**src/rtl/ucd_pkg.sv**
```systemverilog
package ucd_pkg;
    localparam int UCD_DW  = 16;
    localparam int UCD_CAW = 15;

    localparam logic [UCD_CAW-1:0] KEY_ADR_A = 15'h5555;
    localparam logic [UCD_CAW-1:0] KEY_ADR_B = 15'h2AAA;

    localparam logic [UCD_DW-1:0] KEY_FIRST  = 16'hAAAA;
    localparam logic [UCD_DW-1:0] KEY_SECOND = 16'h5555;
    localparam logic [UCD_DW-1:0] CMD_PROT   = 16'hA0A0;
    localparam logic [UCD_DW-1:0] CMD_EXT    = 16'h8080;
    localparam logic [UCD_DW-1:0] CMD_ID3    = 16'h9090;
    localparam logic [UCD_DW-1:0] CMD_IDX    = 16'hF0F0;
    localparam logic [UCD_DW-1:0] CMD_UNPROT = 16'h2020;
    localparam logic [UCD_DW-1:0] CMD_ERASE  = 16'h1010;
    localparam logic [UCD_DW-1:0] CMD_ID6    = 16'h6060;

    localparam logic [UCD_DW-1:0] ID_MAKER  = 16'h00DA;
    localparam logic [UCD_DW-1:0] ID_DEVICE = 16'h004F;

    typedef enum logic [2:0] {
        SQ_IDLE,
        SQ_K1,
        SQ_K2,
        SQ_X3,
        SQ_X4,
        SQ_X5
    } seq_t;

    typedef struct packed {
        seq_t st;
        logic erase;
        logic id;
    } trk_t;

    typedef struct packed {
        logic page;
        logic word;
    } gate_t;
endpackage

```
**src/rtl/ucd_seq_fsm.sv**
```systemverilog
module ucd_seq_fsm
    import ucd_pkg::*;
#(
    parameter int ADDR_W = 16
) (
    input  logic              clk,
    input  logic              rst_n,
    input  logic              wr_en,
    input  logic [ADDR_W-1:0] wr_addr,
    input  logic [UCD_DW-1:0] wr_data,
    output logic              consumed,
    output logic              hit_pre,
    output logic              hit_unprot,
    output logic              erase_start,
    output logic              id_mode
);
    localparam int CAW = UCD_CAW;

    trk_t trk_d, trk_q;
    logic [CAW-1:0] key_adr;
    logic at_a, at_b, first_ok, step_ok;
    seq_t step_nx;

    assign key_adr  = wr_addr[CAW-1:0];
    assign at_a     = (key_adr == KEY_ADR_A);
    assign at_b     = (key_adr == KEY_ADR_B);
    assign first_ok = at_a && (wr_data == KEY_FIRST);

    always_comb begin
        trk_d      = trk_q;
        trk_d.erase = 1'b0;
        consumed   = 1'b0;
        hit_pre    = 1'b0;
        hit_unprot = 1'b0;
        step_ok    = 1'b0;
        step_nx    = SQ_IDLE;
        if (wr_en) begin
            unique case (trk_q.st)
                SQ_IDLE: begin
                    step_ok = first_ok;
                    step_nx = SQ_K1;
                end
                SQ_K1: begin
                    step_ok = at_b && (wr_data == KEY_SECOND);
                    step_nx = SQ_K2;
                end
                SQ_K2: begin
                    if (at_a) begin
                        unique case (wr_data)
                            CMD_PROT: begin step_ok = 1'b1; hit_pre = 1'b1; end
                            CMD_ID3:  begin step_ok = 1'b1; trk_d.id = 1'b1; end
                            CMD_IDX:  begin step_ok = 1'b1; trk_d.id = 1'b0; end
                            CMD_EXT:  begin step_ok = 1'b1; step_nx = SQ_X3; end
                            default:  step_ok = 1'b0;
                        endcase
                    end
                end
                SQ_X3: begin
                    step_ok = first_ok;
                    step_nx = SQ_X4;
                end
                SQ_X4: begin
                    step_ok = at_b && (wr_data == KEY_SECOND);
                    step_nx = SQ_X5;
                end
                SQ_X5: begin
                    if (at_a) begin
                        unique case (wr_data)
                            CMD_UNPROT: begin step_ok = 1'b1; hit_unprot = 1'b1; end
                            CMD_ERASE:  begin step_ok = 1'b1; trk_d.erase = 1'b1; end
                            CMD_ID6:    begin step_ok = 1'b1; trk_d.id = 1'b1; end
                            default:    step_ok = 1'b0;
                        endcase
                    end
                end
                default: step_ok = 1'b0;
            endcase
            if (step_ok) begin
                trk_d.st = step_nx;
                consumed = 1'b1;
            end else begin
                trk_d.st = first_ok ? SQ_K1 : SQ_IDLE;
                consumed = first_ok;
            end
        end
    end

    always_ff @(posedge clk or negedge rst_n) begin
        if (!rst_n) begin
            trk_q <= '{st: SQ_IDLE, erase: 1'b0, id: 1'b0};
        end else begin
            trk_q <= trk_d;
        end
    end

    assign erase_start = trk_q.erase;
    assign id_mode     = trk_q.id;

    AST_ERASE_SINGLE: assert property (@(posedge clk) disable iff (!rst_n)
        erase_start |=> !erase_start);
    AST_ID_ENTER_EXIT: assert property (@(posedge clk) disable iff (!rst_n)
        (wr_en && at_a && trk_q.st == SQ_K2 && wr_data == CMD_IDX) |=> !id_mode);
    AST_BREAK_IDLE: assert property (@(posedge clk) disable iff (!rst_n)
        (wr_en && !consumed) |=> (trk_q.st == SQ_IDLE));
endmodule

```
**src/rtl/ucd_guard.sv**
```systemverilog
module ucd_guard
    import ucd_pkg::*;
(
    input  logic clk,
    input  logic rst_n,
    input  logic nv_init_n,
    input  logic wr_en,
    input  logic consumed,
    input  logic id_mode,
    input  logic hit_pre,
    input  logic hit_unprot,
    input  logic load_close,
    output logic prot_en,
    output logic page_open,
    output logic word_wr
);
    gate_t gate_d, gate_q;
    logic  prot_d, prot_q;

    always_comb begin
        prot_d      = prot_q;
        gate_d      = gate_q;
        gate_d.word = 1'b0;
        if (load_close) begin
            gate_d.page = 1'b0;
        end
        if (hit_pre) begin
            prot_d      = 1'b1;
            gate_d.page = 1'b1;
        end
        if (hit_unprot) begin
            prot_d      = 1'b0;
            gate_d.page = 1'b0;
        end
        if (wr_en && !consumed && !id_mode && (!prot_q || gate_q.page)) begin
            gate_d.word = 1'b1;
        end
    end

    always_ff @(posedge clk or negedge nv_init_n) begin
        if (!nv_init_n) begin
            prot_q <= 1'b1;
        end else begin
            prot_q <= prot_d;
        end
    end

    always_ff @(posedge clk or negedge rst_n) begin
        if (!rst_n) begin
            gate_q <= '{page: 1'b0, word: 1'b0};
        end else begin
            gate_q <= gate_d;
        end
    end

    assign prot_en   = prot_q;
    assign page_open = gate_q.page;
    assign word_wr   = gate_q.word;

    AST_PRE_OPENS: assert property (@(posedge clk) disable iff (!rst_n || !nv_init_n)
        hit_pre |=> (prot_en && page_open));
    AST_UNPROT_CLEARS: assert property (@(posedge clk) disable iff (!rst_n || !nv_init_n)
        hit_unprot |=> !prot_en);
    AST_SEQ_NO_WORD: assert property (@(posedge clk) disable iff (!rst_n || !nv_init_n)
        consumed |=> !word_wr);
    AST_CLOSE_SHUTS: assert property (@(posedge clk) disable iff (!rst_n || !nv_init_n)
        (load_close && !hit_pre) |=> !page_open);
endmodule

```
**src/rtl/ucd_id_rom.sv**
```systemverilog
module ucd_id_rom
    import ucd_pkg::*;
#(
    parameter int ADDR_W = 16
) (
    input  logic              rd_en,
    input  logic [ADDR_W-1:0] rd_addr,
    input  logic              id_mode,
    output logic              id_valid,
    output logic [UCD_DW-1:0] id_data
);
    logic upper_zero;

    assign upper_zero = (rd_addr[ADDR_W-1:1] == '0);

    always_comb begin
        id_valid = rd_en && id_mode && upper_zero;
        id_data  = '0;
        if (id_valid) begin
            id_data = rd_addr[0] ? ID_DEVICE : ID_MAKER;
        end
    end
endmodule

```
**src/rtl/unlock_cmd_decoder.sv**
```systemverilog
module unlock_cmd_decoder
    import ucd_pkg::*;
#(
    parameter int ADDR_W = 16
) (
    input  logic              clk,
    input  logic              rst_n,
    input  logic              nv_init_n,
    input  logic              wr_en,
    input  logic [ADDR_W-1:0] wr_addr,
    input  logic [15:0]       wr_data,
    input  logic              load_close,
    input  logic              rd_en,
    input  logic [ADDR_W-1:0] rd_addr,
    output logic              prot_en,
    output logic              page_open,
    output logic              word_wr,
    output logic              erase_start,
    output logic              id_mode,
    output logic              id_valid,
    output logic [15:0]       id_data
);
    logic consumed, hit_pre, hit_unprot;

    ucd_seq_fsm #(.ADDR_W(ADDR_W)) u_fsm (
        .clk        (clk),
        .rst_n      (rst_n),
        .wr_en      (wr_en),
        .wr_addr    (wr_addr),
        .wr_data    (wr_data),
        .consumed   (consumed),
        .hit_pre    (hit_pre),
        .hit_unprot (hit_unprot),
        .erase_start(erase_start),
        .id_mode    (id_mode)
    );

    ucd_guard u_guard (
        .clk       (clk),
        .rst_n     (rst_n),
        .nv_init_n (nv_init_n),
        .wr_en     (wr_en),
        .consumed  (consumed),
        .id_mode   (id_mode),
        .hit_pre   (hit_pre),
        .hit_unprot(hit_unprot),
        .load_close(load_close),
        .prot_en   (prot_en),
        .page_open (page_open),
        .word_wr   (word_wr)
    );

    ucd_id_rom #(.ADDR_W(ADDR_W)) u_rom (
        .rd_en   (rd_en),
        .rd_addr (rd_addr),
        .id_mode (id_mode),
        .id_valid(id_valid),
        .id_data (id_data)
    );

    AST_ID_NEEDS_MODE: assert property (@(posedge clk) disable iff (!rst_n)
        id_valid |-> id_mode);
    AST_ID_CODES: assert property (@(posedge clk) disable iff (!rst_n)
        id_valid |-> (id_data == ID_MAKER || id_data == ID_DEVICE));
    AST_WORD_GATED: assert property (@(posedge clk) disable iff (!rst_n || !nv_init_n)
        word_wr |-> $past(!id_mode && (!prot_en || page_open)));
endmodule

```
**config.mk**
```make
export PLATFORM = sky130hd
export DESIGN_NAME = unlock_cmd_decoder
export DESIGN_NICKNAME = d
export VERILOG_FILES = /design/src/rtl/ucd_pkg.sv /design/src/rtl/ucd_seq_fsm.sv /design/src/rtl/ucd_guard.sv /design/src/rtl/ucd_id_rom.sv /design/src/rtl/unlock_cmd_decoder.sv
export SDC_FILE = /design/constraint.sdc
export NUM_CORES = 1
export LEC_CHECK = 0
export BUFFER_PORTS_ARGS = -buffer_cell sky130_fd_sc_hd__buf_4
export CORE_MARGIN = 8
export CORE_UTILIZATION = 30
export CTS_CLUSTER_SIZE = 14
export DETAILED_ROUTE_END_ITERATION = 8
export GPL_TIMING_DRIVEN = 0
export SYNTH_ARGS = -nofsm -noshare
export SYNTH_HDL_FRONTEND = slang
export SYNTH_SLANG_ARGS = --single-unit
```
**constraint.sdc**
```tcl
create_clock -name clk -period 1.75 [get_ports clk]
set_input_delay 0.0875 -clock clk [delete_from_list [all_inputs] [get_ports clk]]
set_output_delay 0.0875 -clock clk [all_outputs]
set_load 0.05 [all_outputs]
```
==> impl_metrics.tcl, run 1 <==
set metrics [dict create \
    drive_above_1_share 0.6250 \
    p_comb_frac 0.418 \
    wirelength_um 3501 \
    synth.distinct_cells 46 \
    dp_hpwl_um 2869 \
    num_antenna_cells 0 \
    fin_crit_sh 1.014 \
    maxCapViolCount 0 \
    gr-total-overflow 0 \
    cts_tree "built" \
    cp-end-kind "register" \
    grt_pass1_vias 1299 \
    die_h_um 74.59 \
    p_int_uw 397.9 \
    avgSynthCellArea_um2 8.877 \
    ff_latch_area_um2 203.9 \
    powerDensity_nw_per_um2 321.8 \
    root_buffer "clkbuf_4" \
    area_delta_synth_final_pct 76.55 \
    power_uw 585.1 \
    final_nets 255 \
    setup_viol 4 \
    p_sw_frac 0.3199 \
    cp_num_buf_inv 0 \
    r2r-start "u_fsm.trk_q[4]" \
    status "finished, violations left" \
    core_area_um2 3311 \
    fin_crit_ns 1.775 \
    worstSetupStartpointType "register" \
    drc 0 \
    max_freq_mhz 563.5 \
    slew_viol_final 0 \
    yosysWarningCount 0 \
    drtIter0Drc 21 \
    synth-main-ff-cell "dfrtp_1" \
    grt_usage 0.1261 \
    crit_path_cell_trace "and3b_2, nand4_1, a211oi_2, a311oi_2, o31ai_4, a32o_2" \
    vias_per_cell 4.967 \
    ant_nets 0 \
    clk-insertion-delay-late_ns 0.26 \
    num_rows 21 \
    arrival_ns 1.92 \
    critical_path_required_ns 1.90 \
    wl_per_cell_um 14.23 \
    synth_commonest_cells "14 x buf_4, 9 x nor2_1, 7 x dfrtp_1, 7 x nand3_1, 7 x nand4_1" \
    post-place-ws_ns -0.1226 \
    pwr-share-seq 0.324 \
    clkTransAtPathRegs_ns 0.06 \
    multiInputGateArea_um2 812.0 \
    hp-class "in -> reg" \
    min-delay-start "wr_data[4]" \
    grt_max_degree 10 \
    synthesis.area_um2 1030 \
    gp_congestion 0.8521 \
    fin_skew_ns 0.009608 \
    setup_ws_ns -0.02464 \
    initial_core_util 0.3110 \
    die-width_um 74.59 \
    final_cell_count_no_fill 246 \
    syn_inst 116 \
    numCtsBuffers 3 \
    violations "negative setup slack" \
    port_buffers 64 \
    crit_slowest_cell "dfrtp_1" \
    path_class "reg -> reg" \
    synth_top_area_frac 0.1701 \
    crit_start "u_fsm.trk_q[4]" \
    n_fill_cell 317 \
    cp_top_family "compound AO/OA/AOI/OAI gates" \
    synth_edf_count 0 \
    max-clock-path-buffers 2 \
    net-switching-power_uw 187.2 \
    io_pins 76 \
    ir_drop_mv 0.1255 \
    place_inst 234 \
    fin_hold_ws_ns 0.1418 \
    slowest_delay_ns 0.41 \
    ys_ff_latch 8 \
    rsz0062_at_grt "yes" \
    p_leak_nw 0.8147 \
    finalHoldViolations 0 \
    num_vias 1222 \
    grt_pass1_wl_um 5644 \
    synth_top_cells_by_area "dfrtp_1 17%, buf_4 10%, nor4_4 6.2%" \
    synth_top_area_cell "dfrtp_1" \
    antenna_found_initial 0 \
    firstDrtPassIters 4 \
    clockPowerShare 0.258 \
    crit_fanout 4 \
    yosysSeqAreaShare 0.1956 \
    dieArea_um2 5563 \
    cts_sinks 8 \
    synthArstFlopShare 1.000 \
    htree_levels 1 \
    yosysMostFrequentCell "buf_4" \
    tns_ns -0.04733 \
]
-- cell usage in the layout (no fill, tap or decap), types with 2 or more instances in the layout --
| master | instances |
|---|---|
| a21oi_1 | 2 |
| and3_1 | 2 |
| and4_2 | 2 |
| and4bb_2 | 4 |
| buf_4 | 81 |
| buf_6 | 4 |
| buf_8 | 2 |
| clkbuf_1 | 2 |
| clkbuf_4 | 3 |
| conb_1 | 9 |
| dfrtp_1 | 5 |
| dfrtp_2 | 2 |
| dlygate4sd3_1 | 2 |
| inv_1 | 3 |
| nand2_1 | 6 |
| nand3_1 | 6 |
| nand4_1 | 7 |
| nor2_1 | 8 |
| nor2_4 | 2 |
| nor3_1 | 2 |
| nor4_1 | 3 |
| nor4_4 | 4 |
| nor4bb_1 | 4 |
| o21a_1 | 2 |
| o21ai_0 | 3 |
-- repair_timing --
| action | 4_1_cts | 5_1_grt |
|---|---|---|
| hold endpoints to repair | 8 | 0 |
| pin swaps | 3 | 11 |
| setup buffers | 8 | 2 |
| hold buffers | 2 | 0 |
| cloned | 0 | 0 |
| endpoints found under the setup margin | 11 | 8 |
| gates resized for setup | 7 | 15 |
-- state kept, by name, summed over array words and instances, names as in the netlist --
name               count
u_guard.prot_en        1
u_fsm.trk_q            3
u_fsm.erase_start      1
u_fsm.id_mode          1
u_guard.word_wr        1
u_guard.page_open      1
-- worst reg2reg max path, cell delays in order (launching register included) --
cell      delay [ns]
dfrtp_1         0.41
and3b_2         0.25
nand4_1         0.14
a211oi_2        0.06
a311oi_2        0.34
o31ai_4         0.17
a32o_2          0.30
-- through the flow --
stage,cell area (µm²),utilization
after global placement,1640,0.4955
after global routing,1818,0.5491
after detailed placement,1640,0.4955
after floorplan,1102,-
final,1818,0.5491
after CTS,1765,0.5333
-- layout make-up --
class	count	share of cell area
Multi-Input combinational cell	95	0.4467
Timing Repair Buffer	75	0.3228
Sequential cell	8	0.1122
Buffer	15	0.06607
Tap cell	46	0.03166
Clock buffer	4	0.01445
Inverter	3	0.006194
-- power groups by stage --
stage | Combinational, mW | Sequential, mW | Clock [mW]
floorplan | 0.110 | 0.196 | 0
global placement | 0.232 | 0.192 | 0
detailed placement | 0.237 | 0.192 | 0
CTS | 0.242 | 0.189 | 0.155
global route | 0.265 | 0.189 | 0.166
finish | 0.245 | 0.190 | 0.151
-- path summary, 6_finish.rpt --
| check | endpoint | slack [ns] | depth (start not counted) |
|---|---|---|---|
| max | u_fsm.trk_q[3] | -0.02 | 6 |
| min | u_fsm.erase_start | 0.14 | 3 |
| max reg2reg | u_fsm.trk_q[3] | -0.02 | 6 |
| min reg2reg | u_guard.prot_en | 0.57 | 1 |
| max in group asynchronous | u_guard.prot_en | 1.43 | 2 |
| min in group asynchronous | u_fsm.trk_q[4] | 0.19 | 2 |
-- routing by layer --
metal	vias up	routed length [µm]	GRT usage
met4	0	42	0.05870
li1	600	-	-
met3	4	385	0.03774
met1	550	1467	0.1497
met5	-	0	0
met2	68	1605	0.2023
-- kinds of logic (layout without fill, tap and decap cells) --
| family | Yosys count | in the layout | synth area share |
|---|---|---|---|
| AND/OR/NAND/NOR | 63 | 63 | 0.4666 |
| buffers and inverters | 21 | 97 | 0.1312 |
| AO/OA/AOI/OAI | 20 | 20 | 0.1774 |
| flip-flops | 8 | 8 | 0.1956 |
| XOR/XNOR | 3 | 3 | 0.02552 |
| other | 1 | 9 | 0.003642 |
No activity file was read; power rests on OpenSTA's default activity.
==> inputs of run 2 (changes only) <==
Settings changed: CORE_ASPECT_RATIO set to 0.5.
==> run 2 against run 1 <==
- the flow still finishes with violations (negative setup slack)
- first-iteration DRC count grew 71%
- fmax grew 0.98%
- register-to-register slack gained 0.02 ns
- clock skew shrank 0.0026 ns
- core utilization shrank 0.28 points
- routed wire length grew 2.7%
- global-route usage shrank 0.61 points
- cell count shrank 1.2%
- critical path depth grew 2
- flip-flop and latch count is the same
- largest cell class unchanged
- largest power group unchanged
==> impl_metrics.tcl, run 2 (synthesis gave the netlist of run 1 again) <==
set metrics [dict create \
    setup_ws_ns -0.007459 \
    numCtsBuffers 3 \
    ant_nets 0 \
    p_int_uw 470.9 \
    p_sw_frac 0.2987 \
    top_register "u_fsm.trk_q" \
    powerDensity_nw_per_um2 365.8 \
    gr-total-overflow 0 \
    post-place-ws_ns -0.1028 \
    hold_end "u_guard.page_open" \
    maxCapViolCount 0 \
    final_cell_count_no_fill 243 \
    core_area_um2 3359 \
    pwr-share-seq 0.283 \
    cts_tree "built" \
    net-switching-power_uw 200.6 \
    slew_viol_final 0 \
    finalHoldViolations 0 \
    p_comb_frac 0.368 \
    num_antenna_cells 0 \
    rsz0062_at_grt "yes" \
    place_inst 230 \
    initial_core_util 0.3065 \
    antenna_found_initial 0 \
    clk-insertion-delay-late_ns 0.23 \
    ir_drop_mv 0.1671 \
    gp_congestion 0.8342 \
    crit_fanout 5 \
    clkTransAtPathRegs_ns 0.04 \
    cts_sinks 8 \
    setup_viol 2 \
    reg2regPathDepth 8 \
    dieArea_um2 5677 \
    cp-end-kind "register" \
    vias_per_cell 4.934 \
    grt_pass1_vias 1184 \
    p_leak_nw 0.8204 \
    grt_max_degree 10 \
    hp-class "in -> reg" \
    firstDrtPassIters 4 \
    num_vias 1199 \
    area_delta_synth_final_pct 78.25 \
    die_h_um 57.43 \
    fin_crit_sh 1.004 \
    wl_per_cell_um 14.80 \
    root_buffer "clkbuf_8" \
    grt_pass1_wl_um 5671 \
    final_cell_mix "81 x buf_4, 9 x conb_1, 7 x nor2_1, 7 x nand4_1" \
    path_class "reg -> reg" \
    drtIter0Drc 36 \
    fin_crit_ns 1.757 \
    final_nets 256 \
    hold_depth 3 \
    fin_hold_ws_ns 0.1651 \
    fin_area_um2 1836 \
    layout_commonest_cell "buf_4" \
    grt_usage 0.1200 \
    max-clock-path-buffers 2 \
    violations "negative setup slack" \
    placed_cell_area_um2 1635 \
    r2r-end "u_fsm.id_mode" \
    io_pins 76 \
    dp_hpwl_um 3012 \
    critical_path_required_ns 1.85 \
    worstSetupStartpointType "register" \
    arrival_ns 1.86 \
    die-width_um 98.86 \
    r2r-start "u_fsm.trk_q[3]" \
    largest_register_ffs 3 \
    fin_skew_ns 0.006994 \
    drc 0 \
    drive_above_1_share 0.6219 \
    wirelength_um 3597 \
    num_rows 15 \
    status "finished, violations left" \
    min-delay-start "load_close" \
    n_fill_cell 310 \
    max_freq_mhz 569.0 \
    port_buffers 64 \
    ff2ff_setup_slack_ns -0.007 \
    htree_levels 1 \
    clockPowerShare 0.348 \
]
-- run 2: area by class of cell --
| class | instances | area [µm²] | share of cell area |
|---|---|---|---|
| multi-input combinational | 95 | 805.8 | 0.4390 |
| timing repair buffer | 74 | 571.8 | 0.3115 |
| sequential | 8 | 203.9 | 0.1111 |
| buffer | 17 | 145.1 | 0.07907 |
| tap | 42 | 52.55 | 0.02863 |
| clock buffer | 4 | 45.04 | 0.02454 |
| inverter | 3 | 11.26 | 0.006135 |
-- run 2: power by group through the flow --
stage | registers (mW) | clock network, mW | logic, mW
after floorplan | 0.196 | 0 | 0.110
after global placement | 0.192 | 0 | 0.233
after detailed placement | 0.192 | 0 | 0.236
after CTS | 0.190 | 0.241 | 0.241
after global routing | 0.191 | 0.250 | 0.263
final | 0.190 | 0.234 | 0.247
-- run 2: worst max path at each step --
stage          cells past startpoint  slack [ns]               to      startpoint
2_1_floorplan                      5       -0.60       id_data[7]   u_fsm.id_mode
3_3_place_gp                       7       -0.12  u_guard.word_wr  u_fsm.trk_q[4]
3_5_place_dp                       7       -0.10   u_fsm.trk_q[2]  u_fsm.trk_q[3]
4_1_cts                            7       -0.05   u_fsm.trk_q[3]  u_fsm.trk_q[4]
5_1_grt                            8       -0.08   u_fsm.trk_q[2]  u_fsm.trk_q[3]
6_report                           8      -0.007    u_fsm.id_mode  u_fsm.trk_q[3]
-- run 2: per-layer routing --
layer	vias to the layer above	global-route usage	wire length, µm	part of all wire
li1	595	-	-	-
met5	-	0	0	0
met4	0	0.05832	55	0.015
met3	6	0.02424	330	0.092
met2	58	0.1842	1551	0.43
met1	540	0.1566	1660	0.46
-- run 2: timing repair --
action                                  CTS  global route
endpoints found under the setup margin    8             9
hold endpoints to repair                  8             0
buffers inserted                          7             1
resized for setup                         8            10
hold buffers                              2             0
pin swaps                                 6             7
-- run 2: through the flow --
stage | util | setup TNS (ns) | power (mW)
floorplan | - | -2.430 | 0.3056
global placement | 0.4868 | -0.3855 | 0.4250
detailed placement | 0.4868 | -0.4052 | 0.4274
CTS | 0.5289 | -0.05599 | 0.6724
global route | 0.5464 | -0.2809 | 0.7036
finish | 0.5464 | -0.009105 | 0.6715
-- run 2: worst max-delay path: stages, from the launching register on --
cell and delay, ns:
dfrtp_1 0.37, clkbuf_8 0.14, and3b_2 0.25, nand4_1 0.14, buf_4 0.18, nor2_2 0.11
a21oi_2 0.06, o31ai_2 0.25, o41ai_2 0.12
==> inputs of run 3 (changes only) <==
Settings changed: ABC_AREA set to 1, GPL_TIMING_DRIVEN 0 to not set, MAX_ROUTING_LAYER set to met4.
==> run 3 against run 2 <==
- the flow now finishes without violations
- routed wire length fell by 9.6%
- clock power fell by 3%
- critical endpoint is now u_fsm.trk_q[2]
- setup slack improved by 0.24 ns
- highest routed layer unchanged
==> impl_metrics.tcl, run 3 <==
set metrics [dict create \
    yosys.area_share.simple 0.5336 \
    wl_per_cell_um 10.80 \
    die-width_um 100.1 \
    drtIter0Drc 31 \
    grt_pass1_vias 1275 \
    avgSynthCellArea_um2 5.728 \
    synth-adder-area-share 0 \
    synth_compound_area_frac 0.08383 \
    synth_top_family_by_area "simple AND/OR/NAND/NOR gates" \
    dieArea_um2 5806 \
    busiest_layer "met2" \
    cp_common_cell "nand2_1" \
    clk-insertion-delay-late_ns 0.23 \
    slowest_delay_ns 0.46 \
    clkTransAtPathRegs_ns 0.04 \
    path_class "reg -> reg" \
    vias_per_cell 4.163 \
    grt_util_met3 0.02983 \
    crit_path_cell_trace "inv_1, nand2_1, nand2_1, o21ai_1, nor2_1, nand3_2, nand2_1, inv_2, nand2_2, nand2_1, nand3_1, nand2_1" \
    die_h_um 58.03 \
    max_freq_mhz 659.3 \
    ff_latch_area_um2 201.4 \
    fin_crit_sh 0.8667 \
    final_nets 305 \
    grt_usage 0.1203 \
    area_delta_synth_final_pct 51.83 \
    tns_ns 0 \
    setup_ws_ns 0.2332 \
    yosysWarningCount 0 \
    gp_congestion 0.8344 \
    worstSetupStartpointType "register" \
    postCtsResizedCells 0 \
    synth.distinct_cells 27 \
    syn_inst 185 \
    root_buffer "clkbuf_8" \
    initial_core_util 0.3103 \
    top_register "u_fsm.trk_q" \
    finalHoldViolations 0 \
    htree_levels 1 \
    slew_viol_final 0 \
    n_fill_cell 362 \
    dp_hpwl_um 2940 \
    place_inst 295 \
    synth_mux_area_frac 0 \
    layout_commonest_cell "buf_4" \
    synthArstFlopShare 1.000 \
    multiInputGateArea_um2 693.2 \
    port_buffers 65 \
    num_rows 15 \
    core_area_um2 3416 \
    crit_slowest_cell "dfrtp_1" \
    drc 0 \
    largest_register_ffs 3 \
    met1_usage 0.1500 \
    firstDrtPassIters 4 \
    num_antenna_cells 0 \
    drive_above_1_share 0.3640 \
    numCtsBuffers 3 \
    max-clock-path-buffers 2 \
    fin_crit_ns 1.517 \
    synth_top_area_frac 0.1736 \
    synth_commonest_cells "49 x nand2_1, 36 x nor2_1, 22 x inv_1, 14 x buf_4, 9 x nand3_1" \
    cts_sinks 8 \
    synth_edf_count 0 \
    status "completed" \
    setup_viol 0 \
    fin_hold_ws_ns 0.1166 \
    yosysMostFrequentCell "nand2_1" \
    ir_drop_mv 0.1694 \
    cp_top_family "simple AND/OR/NAND/NOR gates" \
    synth_top_cells_by_area "nand2_1 17%, dfrtp_1 17%, nor2_1 13%" \
    yosysSeqAreaShare 0.1901 \
    num_vias 1253 \
    final_cell_count_no_fill 301 \
    crit_fanout 6 \
    cp-end-kind "register" \
    maxCapViolCount 0 \
    rsz0062_at_grt "no" \
    powerDensity_nw_per_um2 382.2 \
    ant_nets 0 \
    met2_usage 0.1819 \
    synthesis.area_um2 1060 \
    cp_num_buf_inv 2 \
    io_pins 76 \
    final_cell_mix "66 x buf_4, 49 x nand2_1, 34 x nor2_1" \
    arrival_ns 1.63 \
    power_uw 614.9 \
    synth_xor_area_frac 0 \
    critical_path_required_ns 1.87 \
    hp-class "in -> reg" \
    post-place-ws_ns 0.2383 \
    grt_pass1_wl_um 5644 \
    fin_skew_ns 0.003937 \
    wirelength_um 3252 \
    synth_top_area_cell "nand2_1" \
    grt_max_degree 10 \
    ys_ff_latch 8 \
    p_leak_nw 0.8242 \
    cts_tree "built" \
    cts_setup_buffers 0 \
    synth-main-ff-cell "dfrtp_1" \
    antenna_found_initial 0 \
    gr-total-overflow 0 \
]
run 3: metrics by stage:
step           cell area (µm²)    util
3_5_place_dp              1544  0.4520
3_3_place_gp              1544  0.4520
2_1_floorplan             1095       -
6_report                  1609  0.4711
4_1_cts                   1609  0.4711
5_1_grt                   1609  0.4711
run 3: final timing paths:
| kind | from | to | slack [ns] | cells after the start |
|---|---|---|---|---|
| hold / removal | wr_en | u_fsm.trk_q[2] | 0.12 | 3 |
| setup reg to reg | u_fsm.trk_q[3] | u_fsm.trk_q[2] | 0.23 | 12 |
| min in group asynchronous | rst_n | u_fsm.id_mode | 0.24 | 2 |
| hold reg to reg | u_guard.prot_en | u_guard.prot_en | 0.51 | 2 |
| max in group asynchronous | nv_init_n | u_guard.prot_en | 1.38 | 2 |
| setup / recovery | u_fsm.trk_q[3] | u_fsm.trk_q[2] | 0.23 | 12 |
run 3: repair_timing:
action | 4_1_cts | 5_1_grt
endpoints found under the setup margin | 0 | 0
hold buffers | 2 | 0
endpoints found under the hold margin | 8 | 0
run 3: routing by layer:
layer | routed length, µm | vias to the layer above
li1 | - | 685
met4 | 52 | 0
met3 | 328 | 4
met5 | 0 | -
met1 | 1583 | 504
met2 | 1288 | 60
run 3: where the power goes:
group	leakage [nW]	total (mW)	internal (mW)	switching [mW]
logic	0.696	0.201	0.0946	0.106
registers	0.106	0.187	0.187	0.000346
clock network	0.0228	0.227	0.158	0.0692
run 3: area by class of cell:
class                   instances  share of cell area
well taps                      51             0.03966
flip-flops and latches          8              0.1252
clock buffers                   4             0.02799
multi-input cells             146              0.4308
inverters                      24             0.05599
repair buffers                 68              0.3204
run 3: kinds of logic after synthesis:
family,Yosys count
compound gates,15
simple gates,122
buf+inv,39
flops,8
other cells,1
run 3: tightest hold or removal path, cell delays in order:
cell	delay (ns)
buf_4	0.10
nand3_1	0.07
nand2_1	0.05
